File: src/rtl/qwin_pkg.sv
package qwin_pkg;

  // Slot a given rising-edge index falls into
  typedef enum logic [2:0] {
    PH_IDLE,
    PH_LEAD,
    PH_WRITE,
    PH_GAP,
    PH_REPLY,
    PH_TAIL
  } phase_e;

  // Edge events seen in the system clock domain
  typedef struct packed {
    logic rise;      // SCLK rising while selected
    logic fall;      // SCLK falling while selected
    logic cs_start;  // chip select asserted
    logic cs_end;    // chip select released
  } edge_ev_t;

endpackage

File: src/rtl/qwin_sync.sv
module qwin_sync #(
  parameter int               W       = 6,
  parameter int               STAGES  = 2,
  parameter logic [W-1:0]     RST_VAL = '0
) (
  input  logic         clk,
  input  logic         rst_n,
  input  logic [W-1:0] d,
  output logic [W-1:0] q
);

  logic [W-1:0] stg_q [STAGES];

  for (genvar s = 0; s < STAGES; s++) begin : g_stage
    if (s == 0) begin : g_first
      always_ff @(posedge clk or negedge rst_n) begin
        if (!rst_n) stg_q[s] <= RST_VAL;
        else        stg_q[s] <= d;
      end
    end else begin : g_next
      always_ff @(posedge clk or negedge rst_n) begin
        if (!rst_n) stg_q[s] <= RST_VAL;
        else        stg_q[s] <= stg_q[s-1];
      end
    end
  end

  assign q = stg_q[STAGES-1];

endmodule

File: src/rtl/qwin_edges.sv
module qwin_edges
  import qwin_pkg::*;
(
  input  logic     clk,
  input  logic     rst_n,
  input  logic     sclk_s,
  input  logic     cs_s,
  output edge_ev_t ev
);

  logic sclk_d, cs_d;

  always_ff @(posedge clk or negedge rst_n) begin
    if (!rst_n) begin
      sclk_d <= 1'b0;
      cs_d   <= 1'b1;
    end else begin
      sclk_d <= sclk_s;
      cs_d   <= cs_s;
    end
  end

  always_comb begin
    ev.rise     = sclk_s & ~sclk_d & ~cs_s;
    ev.fall     = ~sclk_s & sclk_d & ~cs_s;
    ev.cs_start = ~cs_s & cs_d;
    ev.cs_end   = cs_s & ~cs_d;
  end

endmodule

File: src/rtl/qwin_sched.sv
module qwin_sched
  import qwin_pkg::*;
#(
  parameter int NIB    = 8,
  parameter int SKIP_W = 6,
  parameter int GAP_W  = 4
) (
  input  logic                    clk,
  input  logic                    rst_n,
  input  edge_ev_t                ev,
  input  logic [SKIP_W-1:0]       cfg_skip,
  input  logic [$clog2(NIB):0]    cfg_wr_len,
  input  logic [GAP_W-1:0]        cfg_dummy,
  input  logic [$clog2(NIB):0]    cfg_rd_len,
  output logic                    wr_stb,
  output logic [$clog2(NIB)-1:0]  wr_idx,
  output logic                    wr_last,
  output logic                    drv_stb,
  output logic [$clog2(NIB)-1:0]  drv_idx,
  output logic                    drv_end,
  output logic                    frame_err
);

  localparam int IW = $clog2(NIB);
  localparam int LW = IW + 1;
  localparam int MW = (SKIP_W > GAP_W) ? SKIP_W : GAP_W;
  localparam int CW = MW + LW + 1;

  logic [CW-1:0] cnt_q, cnt_d;
  logic [CW-1:0] wb_q, wb_d, we_q, we_d, rs_q, rs_d, re_q, re_d;
  logic          act_q, act_d;
  logic          wdone_q, wdone_d;
  logic          err_q, err_d;
  logic          bnd_en;
  phase_e        ph_now;

  function automatic logic [LW-1:0] clamp_len(input logic [LW-1:0] v);
    if (v == '0)         return LW'(1);
    if (v > LW'(NIB))    return LW'(NIB);
    return v;
  endfunction

  function automatic phase_e phase_of(input logic [CW-1:0] k,
                                      input logic [CW-1:0] wb,
                                      input logic [CW-1:0] we,
                                      input logic [CW-1:0] rs,
                                      input logic [CW-1:0] re);
    if (k < wb)      return PH_LEAD;
    else if (k < we) return PH_WRITE;
    else if (k < rs) return PH_GAP;
    else if (k < re) return PH_REPLY;
    return PH_TAIL;
  endfunction

  // Slot boundaries from the configuration present at chip select
  always_comb begin
    wb_d = CW'(cfg_skip);
    we_d = wb_d + CW'(clamp_len(cfg_wr_len));
    rs_d = we_d + CW'(cfg_dummy);
    re_d = rs_d + CW'(clamp_len(cfg_rd_len));
  end

  assign ph_now = act_q ? phase_of(cnt_q, wb_q, we_q, rs_q, re_q) : PH_IDLE;

  // Rising edge k uses cnt_q = k; falling edge after rise f sees cnt_q = f+1
  assign wr_stb  = ev.rise & (ph_now == PH_WRITE);
  assign wr_idx  = IW'(cnt_q - wb_q);
  assign wr_last = wr_stb & (cnt_q == (we_q - CW'(1)));
  assign drv_stb = ev.fall & (ph_now == PH_REPLY);
  assign drv_idx = IW'(cnt_q - rs_q);
  assign drv_end = ev.fall & act_q & (cnt_q == re_q);

  assign bnd_en = ev.cs_start;

  always_comb begin
    cnt_d   = cnt_q;
    act_d   = act_q;
    wdone_d = wdone_q;
    err_d   = 1'b0;
    if (ev.cs_start) begin
      cnt_d   = '0;
      act_d   = 1'b1;
      wdone_d = 1'b0;
    end else if (act_q) begin
      if (ev.rise && (cnt_q != '1)) cnt_d = cnt_q + CW'(1);
      if (wr_last) wdone_d = 1'b1;
      if (ev.cs_end) begin
        act_d = 1'b0;
        err_d = ~wdone_q;
      end
    end
  end

  always_ff @(posedge clk or negedge rst_n) begin
    if (!rst_n) begin
      cnt_q   <= '0;
      act_q   <= 1'b0;
      wdone_q <= 1'b0;
      err_q   <= 1'b0;
    end else begin
      cnt_q   <= cnt_d;
      act_q   <= act_d;
      wdone_q <= wdone_d;
      err_q   <= err_d;
    end
  end

  always_ff @(posedge clk or negedge rst_n) begin
    if (!rst_n) begin
      wb_q <= '0;
      we_q <= '0;
      rs_q <= '0;
      re_q <= '0;
    end else if (bnd_en) begin
      wb_q <= wb_d;
      we_q <= we_d;
      rs_q <= rs_d;
      re_q <= re_d;
    end
  end

  assign frame_err = err_q;

endmodule

File: src/rtl/qwin_data.sv
module qwin_data #(
  parameter int NIB = 8
) (
  input  logic                    clk,
  input  logic                    rst_n,
  input  logic                    frame_start,
  input  logic                    frame_stop,
  input  logic                    cs_s,
  input  logic [3:0]              io_s,
  input  logic [4*NIB-1:0]        reply_word,
  input  logic                    wr_stb,
  input  logic [$clog2(NIB)-1:0]  wr_idx,
  input  logic                    wr_last,
  input  logic                    drv_stb,
  input  logic [$clog2(NIB)-1:0]  drv_idx,
  input  logic                    drv_end,
  output logic [4*NIB-1:0]        rx_word,
  output logic                    rx_done,
  output logic [3:0]              io_out,
  output logic [3:0]              io_oe
);

  localparam int IW = $clog2(NIB);
  localparam int DW = 4 * NIB;

  logic [DW-1:0]  stage_q, stage_d;
  logic [DW-1:0]  rx_q;
  logic [DW-1:0]  rep_q;
  logic [NIB-1:0] hit;
  logic           done_q;
  logic [3:0]     nib_q, nib_d;
  logic           oe_q, oe_d;
  logic           stage_en, nib_en;

  // Staging buffer, one lane-group per nibble slot
  for (genvar j = 0; j < NIB; j++) begin : g_nib
    assign hit[j] = wr_stb & (wr_idx == IW'(j));
    assign stage_d[4*j +: 4] = frame_start ? 4'h0 :
                               (hit[j] ? io_s : stage_q[4*j +: 4]);
  end

  assign stage_en = frame_start | wr_stb;

  always_ff @(posedge clk or negedge rst_n) begin
    if (!rst_n)        stage_q <= '0;
    else if (stage_en) stage_q <= stage_d;
  end

  // Published word: only a completed write slot reaches it
  always_ff @(posedge clk or negedge rst_n) begin
    if (!rst_n)       rx_q <= '0;
    else if (wr_last) rx_q <= stage_d;
  end

  always_ff @(posedge clk or negedge rst_n) begin
    if (!rst_n) done_q <= 1'b0;
    else        done_q <= wr_last;
  end

  always_ff @(posedge clk or negedge rst_n) begin
    if (!rst_n)           rep_q <= '0;
    else if (frame_start) rep_q <= reply_word;
  end

  // Reply lane driver
  assign nib_d  = rep_q[{drv_idx, 2'b00} +: 4];
  assign nib_en = drv_stb;

  always_ff @(posedge clk or negedge rst_n) begin
    if (!rst_n)      nib_q <= 4'h0;
    else if (nib_en) nib_q <= nib_d;
  end

  always_comb begin
    oe_d = oe_q;
    if (frame_start | frame_stop | drv_end) oe_d = 1'b0;
    else if (drv_stb)                       oe_d = 1'b1;
  end

  always_ff @(posedge clk or negedge rst_n) begin
    if (!rst_n) oe_q <= 1'b0;
    else        oe_q <= oe_d;
  end

  assign io_oe   = {4{oe_q & ~cs_s}};
  assign io_out  = (oe_q & ~cs_s) ? nib_q : 4'h0;
  assign rx_word = rx_q;
  assign rx_done = done_q;

endmodule

File: src/rtl/qwin_burst_slave.sv
module qwin_burst_slave
  import qwin_pkg::*;
#(
  parameter int NIB    = 8,
  parameter int SKIP_W = 6,
  parameter int GAP_W  = 4,
  parameter int SYNC_N = 2
) (
  input  logic                  clk,
  input  logic                  rst_n,
  input  logic                  sclk,
  input  logic                  cs_n,
  input  logic [3:0]            io_in,
  output logic [3:0]            io_out,
  output logic [3:0]            io_oe,
  input  logic [SKIP_W-1:0]     cfg_skip,
  input  logic [$clog2(NIB):0]  cfg_wr_len,
  input  logic [GAP_W-1:0]      cfg_dummy,
  input  logic [$clog2(NIB):0]  cfg_rd_len,
  input  logic [4*NIB-1:0]      reply_word,
  output logic [4*NIB-1:0]      rx_word,
  output logic                  rx_done,
  output logic                  frame_err
);

  localparam int IW = $clog2(NIB);
  localparam int PW = 6;

  logic [1:0]    rst_pipe;
  logic          rst_q;
  logic [PW-1:0] pad_s;
  logic          cs_s, sclk_s;
  logic [3:0]    io_s;
  edge_ev_t      ev;

  logic          wr_stb, wr_last, drv_stb, drv_end;
  logic [IW-1:0] wr_idx, drv_idx;

  // Reset asserts at once and leaves on a clock edge
  always_ff @(posedge clk or negedge rst_n) begin
    if (!rst_n) rst_pipe <= 2'b00;
    else        rst_pipe <= {rst_pipe[0], 1'b1};
  end
  assign rst_q = rst_pipe[1];

  qwin_sync #(
    .W       (PW),
    .STAGES  (SYNC_N),
    .RST_VAL (6'b100000)
  ) u_sync (
    .clk   (clk),
    .rst_n (rst_q),
    .d     ({cs_n, sclk, io_in}),
    .q     (pad_s)
  );

  assign cs_s   = pad_s[5];
  assign sclk_s = pad_s[4];
  assign io_s   = pad_s[3:0];

  qwin_edges u_edges (
    .clk    (clk),
    .rst_n  (rst_q),
    .sclk_s (sclk_s),
    .cs_s   (cs_s),
    .ev     (ev)
  );

  qwin_sched #(
    .NIB    (NIB),
    .SKIP_W (SKIP_W),
    .GAP_W  (GAP_W)
  ) u_sched (
    .clk        (clk),
    .rst_n      (rst_q),
    .ev         (ev),
    .cfg_skip   (cfg_skip),
    .cfg_wr_len (cfg_wr_len),
    .cfg_dummy  (cfg_dummy),
    .cfg_rd_len (cfg_rd_len),
    .wr_stb     (wr_stb),
    .wr_idx     (wr_idx),
    .wr_last    (wr_last),
    .drv_stb    (drv_stb),
    .drv_idx    (drv_idx),
    .drv_end    (drv_end),
    .frame_err  (frame_err)
  );

  qwin_data #(
    .NIB (NIB)
  ) u_data (
    .clk         (clk),
    .rst_n       (rst_q),
    .frame_start (ev.cs_start),
    .frame_stop  (ev.cs_end),
    .cs_s        (cs_s),
    .io_s        (io_s),
    .reply_word  (reply_word),
    .wr_stb      (wr_stb),
    .wr_idx      (wr_idx),
    .wr_last     (wr_last),
    .drv_stb     (drv_stb),
    .drv_idx     (drv_idx),
    .drv_end     (drv_end),
    .rx_word     (rx_word),
    .rx_done     (rx_done),
    .io_out      (io_out),
    .io_oe       (io_oe)
  );

endmodule

File: config.mk
export PLATFORM = sky130hd
export DESIGN_NAME = qwin_burst_slave
export DESIGN_NICKNAME = d
export VERILOG_FILES = /design/src/rtl/qwin_pkg.sv /design/src/rtl/qwin_sync.sv /design/src/rtl/qwin_edges.sv /design/src/rtl/qwin_sched.sv /design/src/rtl/qwin_data.sv /design/src/rtl/qwin_burst_slave.sv
export SDC_FILE = /design/constraint.sdc
export NUM_CORES = 1
export LEC_CHECK = 0
export ABC_AREA = 0
export ABC_CLOCK_PERIOD_IN_PS = 6650
export BUFFER_PORTS_ARGS = -buffer_cell sky130_fd_sc_hd__buf_2
export CORE_MARGIN = 4
export CORE_UTILIZATION = 59
export CTS_CLUSTER_SIZE = 28
export DETAILED_ROUTE_END_ITERATION = 12
export PLACE_DENSITY = 0.93
export REMOVE_ABC_BUFFERS = 1
export SYNTH_ARGS = -nofsm -noshare
export SYNTH_HDL_FRONTEND = slang
export SYNTH_SLANG_ARGS = --single-unit
File: constraint.sdc
create_clock -name clk -period 6.65 [get_ports clk]
set_clock_uncertainty 0.1 [all_clocks]
set_input_delay 0.665 -clock clk [delete_from_list [all_inputs] [get_ports clk]]
set_output_delay 0.665 -clock clk [all_outputs]
set_load 0.01 [all_outputs]
==> out/qor.txt, run 1 <==
CP required: 6.86 ns
Post-synth EDFFs: 0
Pwr Density: 276 nW/um^2
TNS Setup: 0 ns
Layout cells sized above 1: 29.6%
GRT Total Usage: 23.6%
Worst-margin pin slew: 1.11 ns
Post-Syn Area: 8320 um^2
Gpl congestion: 0.840
Clock Latency Late Sink: 0.43 ns
Initial antenna violation count: 0
Crit path kind: reg2reg
DRT Wirelength: 18000 um
Area Growth Syn to Fin: 13.9%
Yosys top cell area share: 47.8%
RSZ-0062 raised after global routing: false
Crit end category: register
Maximum clock insertion buffer count: 2
Max Slew Vio Count: 0
Tcrit/Tclk final: 55.8%
Final Hold Vio Count: 0
Final Cell Area: 9480 um^2
First-pass GRT wire length: 30000 um
Vias in the first global route: 5942
Max Cap Violations: 0
VDD IR max: 0.206 mV
Site row count: 43
Congestion Overflow GR: 0
1st-pass router iterations: 5
Via count: 5479
Root buffer cell: clkbuf_16
Arrival @ worst endpoint: 3.92 ns
Final Setup Violations: 0
Final setup margin: 2.94 ns
Synth area leader: dfrtp_1
CTS Buf Count: 17
Largest net degree at the start of global routing: 100
Sequential share of the synthesized area: 48.8%
Post-CTS setup buffers: 0
Count of cell types in the netlist: 65
Top post-synthesis cells by area: dfrtp_1 48%, ha_1 6.9%, mux2_2 6.2%
Routed Antenna Nets: 0
Setup Slack @ Placement: 2.70 ns
Fraction of registers with async set/reset: 100%
IO buf count: 99
Syn Area/Cell: 12.1 um^2
Core Region: 13800 um^2
1st-iter DRT viols: 430
Status: finished clean
Final HPWL DP: 12000 um
CP Launch Type: register
Final antenna diode count: 0
Post-Place Cell Area: 8870 um^2
Initial core utilization: 60.2%
WL/cell: 18.6 um
Fin crit period: 3.71 ns
Reg clk slew, reported paths: 0.06 ns
Fin nets: 884
Residual DRC: 0
Die Span Y: 127 um
Synth Instances: 687
Post_cts resized: 0
Worst hold path type: in2reg
Highest clock rate: 0.270 GHz
Die Wd: 127 um
Primary FF master, synth: dfrtp_1
Die area: 16100 um^2
Crit-path max FO: 33
Num Clock Sinks: 162
I/O pin cnt: 100
Vias per Instance: 5.66
Synth warn: 0
Slew headroom: 26.3%
Synth Register Bits: 162
LEAKAGE: 4.78 nW
CTS tree: done
H-tree levels: 4
-- logic make-up (layout without fill, tap and decap cells) --
kind of cell | after synthesis | after routing | synth area share (%)
fa+ha+maj | 51 | 51 | 8.12
simple gates | 173 | 173 | 11.7
mux | 117 | 117 | 17.7
xor+xnor | 28 | 28 | 2.95
buf+inv | 77 | 178 | 4.47
compound gates | 78 | 78 | 6.27
other cells | 1 | 1 | 0.0451
flops | 162 | 162 | 48.8
-- placed cells by master, fill, tap and decap left out, drive strengths merged, types with 2 or more instances in the layout --
master and instances:
nor2b 11, xor2 14, mux2i 34, bufinv 2, clkinvlp 3, nor4bb 3
a21o 10, xnor2 14, nand2 29, mux2 75, nand4 8, and2 7
dfrtp 159, nor3b 5, mux4 8, a2111oi 3, o21ai 26, ha 46
nor3 5, fa 5, a21oi 18, or2 2, nor2 34, dfstp 3
nand2b 39, a21boi 2, buf 102, o211ai 4, inv 51, and3 3
clkinv 2, clkbuf 17, nand3 19, o21a 2
-- path summary, 6_finish.rpt --
path	start	endpoint	slack, ns	cells after the start
setup / recovery	u_sched.cnt_q[1]	u_data.rx_word[8]	2.94	9
hold / removal	cs_n	u_sync.stg_q[11]	0.24	1
setup reg to reg	u_sched.cnt_q[1]	u_data.rx_word[8]	2.94	9
hold reg to reg	u_sync.stg_q[7]	u_sync.q[1]	0.25	0
max in group asynchronous	rst_pipe[1]	u_data.rx_done	4.53	1
min in group asynchronous	rst_pipe[1]	u_sync.stg_q[10]	0.42	0
-- flip-flops by register name, indices dropped and copies added (netlist names), 2 cells and up --
signal	flops
u_sync.q	6
u_sched.we_q	7
u_data.rep_q	32
u_sync.stg_q	6
u_sched.rs_q	8
u_sched.re_q	9
u_data.nib_q	4
u_sched.wb_q	6
rst_pipe	2
u_data.stage_q	32
u_data.rx_word	32
u_sched.cnt_q	11
-- what timing repair did --
action                                 CTS  global route
setup endpoints to repair                0             0
hold buffers                             1             0
endpoints found under the hold margin    2             0
-- area by class of cell --
cell class                      count  area, um^2
Multi-Input combinational cell    448        3910
Tap cell                          180         225
Fill cell                         946        4350
Inverter                           43         161
Timing Repair Buffer              103         528
Sequential cell                   162        4060
Clock buffer                       17         425
Clock inverter                     15         170
-- critical path, cell delays in order (launching register included) --
cell and delay [ns]:
dfrtp_1 0.62, ha_1 0.33, nor2b_1 0.13, o211ai_1 0.15, a21oi_1 0.12, a2111oi_4 0.77
nand2_4 0.09, nor4bb_4 0.28, buf_4 0.53, mux2_2 0.42
-- synthesized netlist by cell type (all sizes together) (18+ instances only) --
cell type  count
a21oi         18
clkbuf        23
dfrtp        159
ha            46
inv           43
mux2          75
mux2i         34
nand2         29
nand2b        39
nand3         19
nor2          34
o21ai         26
-- power breakdown --
part	internal (mW)	switching, mW
clock	0.564	0.429
sequential	1.06	0.0557
combinational	0.242	0.259
-- layer usage --
layer  track usage [%]  up-vias  wire (um)
li1                  -     2552          -
met3              6.32       48       1010
met1              29.7     2717       7400
met4              10.3        0        537
met5                 0        -          0
met2              38.7      162       9060
-- through the flow --
| stage | power [mW] | instances | utilization [%] | hold slack, ns |
|---|---|---|---|---|
| 3_5_place_dp | 1.63 | 935 | 64.2 | 0.235 |
| 5_1_grt | 2.74 | 968 | 68.5 | 0.223 |
| 6_report | 2.61 | 968 | 68.5 | 0.239 |
| 2_1_floorplan | 1.49 | 653 | - | 0.231 |
| 4_1_cts | 2.63 | 968 | 68.5 | 0.226 |
| 3_3_place_gp | 1.60 | 935 | 64.2 | 0.234 |
No activity file was read; power rests on OpenSTA's default activity.
==> run 2: changes to the inputs <==
- ABC_AREA: 0 -> 1
- ABC_CLOCK_PERIOD_IN_PS: 6650 -> 3400
- CORE_UTILIZATION: 59 -> 53
- PLACE_DENSITY: 0.93 -> 0.88
- clock period: 6.65 -> 3.4 ns (I/O delays scaled with it)
==> out/qor.txt, run 2 <==
Status: finished clean
Worst hold path type: in2reg
Post-synthesis xor/xnor area fraction: 1.12% (-1.8 points)
Post-synth top cells: 299 x nand2_1, 159 x dfrtp_1, 153 x inv_1
Vias in the first global route: 7133 (+20%)
Primary FF master, synth: dfrtp_1
Largest family of logic cells by synthesized area: simple AND/OR/NAND/NOR gates
Final HPWL DP: 13800 um (+15%)
IO buf count: 99 (unchanged)
Fin cells: 1405 (+45%)
Congestion Overflow GR: 0 (unchanged)
H-tree levels: 4 (unchanged)
CP Launch Type: primary input
TNS Setup: 0 ns (unchanged)
LEAKAGE: 5.55 nW (+16%)
Fin nets: 1285 (+45%)
Post-synth EDFFs: 0 (unchanged)
Most frequent CP cell: nand2_1
Worst r2r src: u_sched.cnt_q[0]
Worst-margin pin slew: 0.831 ns (-0.276 ns)
Post-synthesis compound-gate area fraction: 8.02% (+1.8 points)
Post-Syn Area: 8640 um^2 (+3.8%)
Reg2reg end: u_data.rx_word[5]
Core Region: 15900 um^2 (+15%)
Max Slew Vio Count: 0 (unchanged)
CP bufs+invs: 4 (+3)
Crit end category: register
Synth Instances: 1067 (+55%)
Min-delay src: reply_word[20]
Slew headroom: 44.6% (+18 points)
Synth warn: 0 (unchanged)
Initial core utilization: 54.2% (-6.0 points)
CP required: 3.58 ns (-3.28 ns)
Arrival @ worst endpoint: 3.36 ns (-0.56 ns)
Gpl congestion: 0.871 (+3.7%)
Hold Slack: 0.00988 ns (-0.229 ns)
Synth Register Bits: 162 (unchanged)
1st-pass router iterations: 6 (+1)
First-pass GRT wire length: 33100 um (+10%)
Clock Latency Late Sink: 0.43 ns (about the same)
Fin crit period: 3.18 ns
Synth Area in Simple Gates: 26.5% (+15 points)
GRT Total Usage: 22.3% (-1.3 points)
Syn Area/Cell: 8.10 um^2 (-33%)
Post-synthesis mux area share: 0% (-18 points)
Tcrit/Tclk final: 93.6%
Highest clock rate: 0.314 GHz
Pwr Density: 520 nW/um^2 (+89%)
Adder-Cell Fraction of Synth Area: 7.82% (-0.30 points)
I/O pin cnt: 100 (unchanged)
Most frequent cell after synthesis: nand2_1
Yosys top cell area share: 46.1% (-1.8 points)
Crit path kind: in2reg
CP top delay family: adder cells
Count of cell types in the netlist: 37 (-43%)
Crit-path slowest cell: fa_2
Sequential share of the synthesized area: 47.0% (-1.8 points)
Layout cells sized above 1: 15.2% (-14 points)
CTS tree: done
Design Power: 5.23 mW (+100%)
Maximum clock insertion buffer count: 2 (unchanged)
Most frequent cells in the layout: 299 x nand2_1, 158 x dfrtp_1, 152 x inv_1
Site row count: 46 (+7.0%)
Residual DRC: 0 (unchanged)
Root buffer cell: clkbuf_16
Synth area leader: dfrtp_1
RSZ-0062 raised after global routing: false
R2R Setup Slk: 0.31 ns (-2.63 ns)
R2R depth: 11 (+2)
CTS Buf Count: 17 (unchanged)
Max Cap Violations: 0 (unchanged)
CP cell instances: buf_2 > inv_1 > a21oi_1 > nor2_1 > ha_2 > fa_2 > inv_1 > fa_2 > xnor2_1 > ha_1 > nand2_1 > nand2_1 > a31oi_1 > or2_2 > nand2_1 > nand3_1 > inv_1 > nand2_1 > nand3_1 > o21ai_0
Most common cell after layout, fill and taps aside: nand2_1
Via count: 7513 (+37%)
DRT Wirelength: 19900 um (+11%)
Reg clk slew, reported paths: 0.06 ns (about the same)
Routed Antenna Nets: 0 (unchanged)
Initial antenna violation count: 0 (unchanged)
Area Growth Syn to Fin: 16.5%
Largest net degree at the start of global routing: 96 (-4.0%)
Die area: 18400 um^2 (+15%)
WL/cell: 14.2 um (-24%)
Vias per Instance: 5.35 (-5.5%)
Die Span Y: 136 um (+7.0%)
Crit-path max FO: 3 (-91%)
Top post-synthesis cells by area: dfrtp_1 46%, nand2_1 13%, ha_1 6.7%
Hold EP: u_data.rep_q[20]
Placed Cells: 1363 (+46%)
Final Hold Vio Count: 0 (unchanged)
Num Clock Sinks: 162 (unchanged)
Die Wd: 136 um (+7.0%)
1st-iter DRT viols: 693 (+61%)
Worst Hold Path Cells: 3 (+2)
Delay of the slowest cell on the worst path: 0.61 ns (-0.16 ns)
Fraction of registers with async set/reset: 100% (unchanged)
VDD IR max: 0.411 mV (+99%)
Final Setup Violations: 0 (unchanged)
Final antenna diode count: 0 (unchanged)
run 2: worst max-delay path by stage:
stage / start / endpoint / slack [ns] / cells after the start
after floorplan: rst_pipe[1] / u_data.nib_q[0] / -1.54 / 0
after global placement: cfg_wr_len[1] / u_sched.re_q[5] / -0.06 / 21
after detailed placement: cfg_wr_len[1] / u_sched.re_q[5] / -0.21 / 20
after CTS: cfg_wr_len[1] / u_sched.re_q[5] / 0.23 / 20
after global routing: cfg_wr_len[1] / u_sched.re_q[5] / 0.003 / 20
final: cfg_wr_len[1] / u_sched.re_q[5] / 0.22 / 20
run 2: worst min-delay path, delay by kind of cell:
kind | cells | cell delay [ns]
buf+inv | 1 | 0.08
simple gates | 2 | 0.09
run 2: cell type report:
type / instances / area, um^2
Fill cell: 1286 / 5880
Sequential cell: 162 / 4060
Multi-Input combinational cell: 705 / 3780
Timing Repair Buffer: 133 / 796
Inverter: 157 / 589
Clock buffer: 18 / 429
Tap cell: 216 / 270
Clock inverter: 14 / 130
run 2: through the flow:
stage               setup slack [ns]  util, %  area [um^2]
floorplan                      -1.54        -         8410
global placement             -0.0616     58.9         9390
detailed placement            -0.212     58.9         9390
CTS                            0.233     62.9        10000
global route                 0.00324     63.1        10100
finish                         0.217     63.1        10100
run 2: per-layer routing:
layer | vias to the layer above | GRT usage (%) | part of all wire, %
met3 | 38 | 4.20 | 6.3
met5 | - | 0 | 0
met1 | 3517 | 29.1 | 42
li1 | 3680 | - | -
met2 | 278 | 37.8 | 49
met4 | 0 | 7.17 | 2.0
run 2: power breakdown:
group	switching (mW)	leakage, nW	internal (mW)
Combinational	0.796	3.17	0.462
Clock	0.799	0.277	1.02
Sequential	0.0918	2.10	2.07
Total	1.69	5.55	3.55
run 2: cell families (layout without fill, tap and decap cells):
| logic type | Yosys count | in the layout |
|---|---|---|
| simple gates | 512 | 512 |
| fa+ha+maj | 51 | 51 |
| flops | 162 | 162 |
| other cells | 1 | 1 |
| xor+xnor | 11 | 11 |
| compound gates | 130 | 130 |
| buf+inv | 200 | 322 |
run 2: repair_timing:
action                     in CTS  in global routing
hold buffers                    8                  0
hold endpoints to repair        9                  0
buffers inserted                0                  2
setup endpoints to repair       0                  1
resized for setup               0                  5
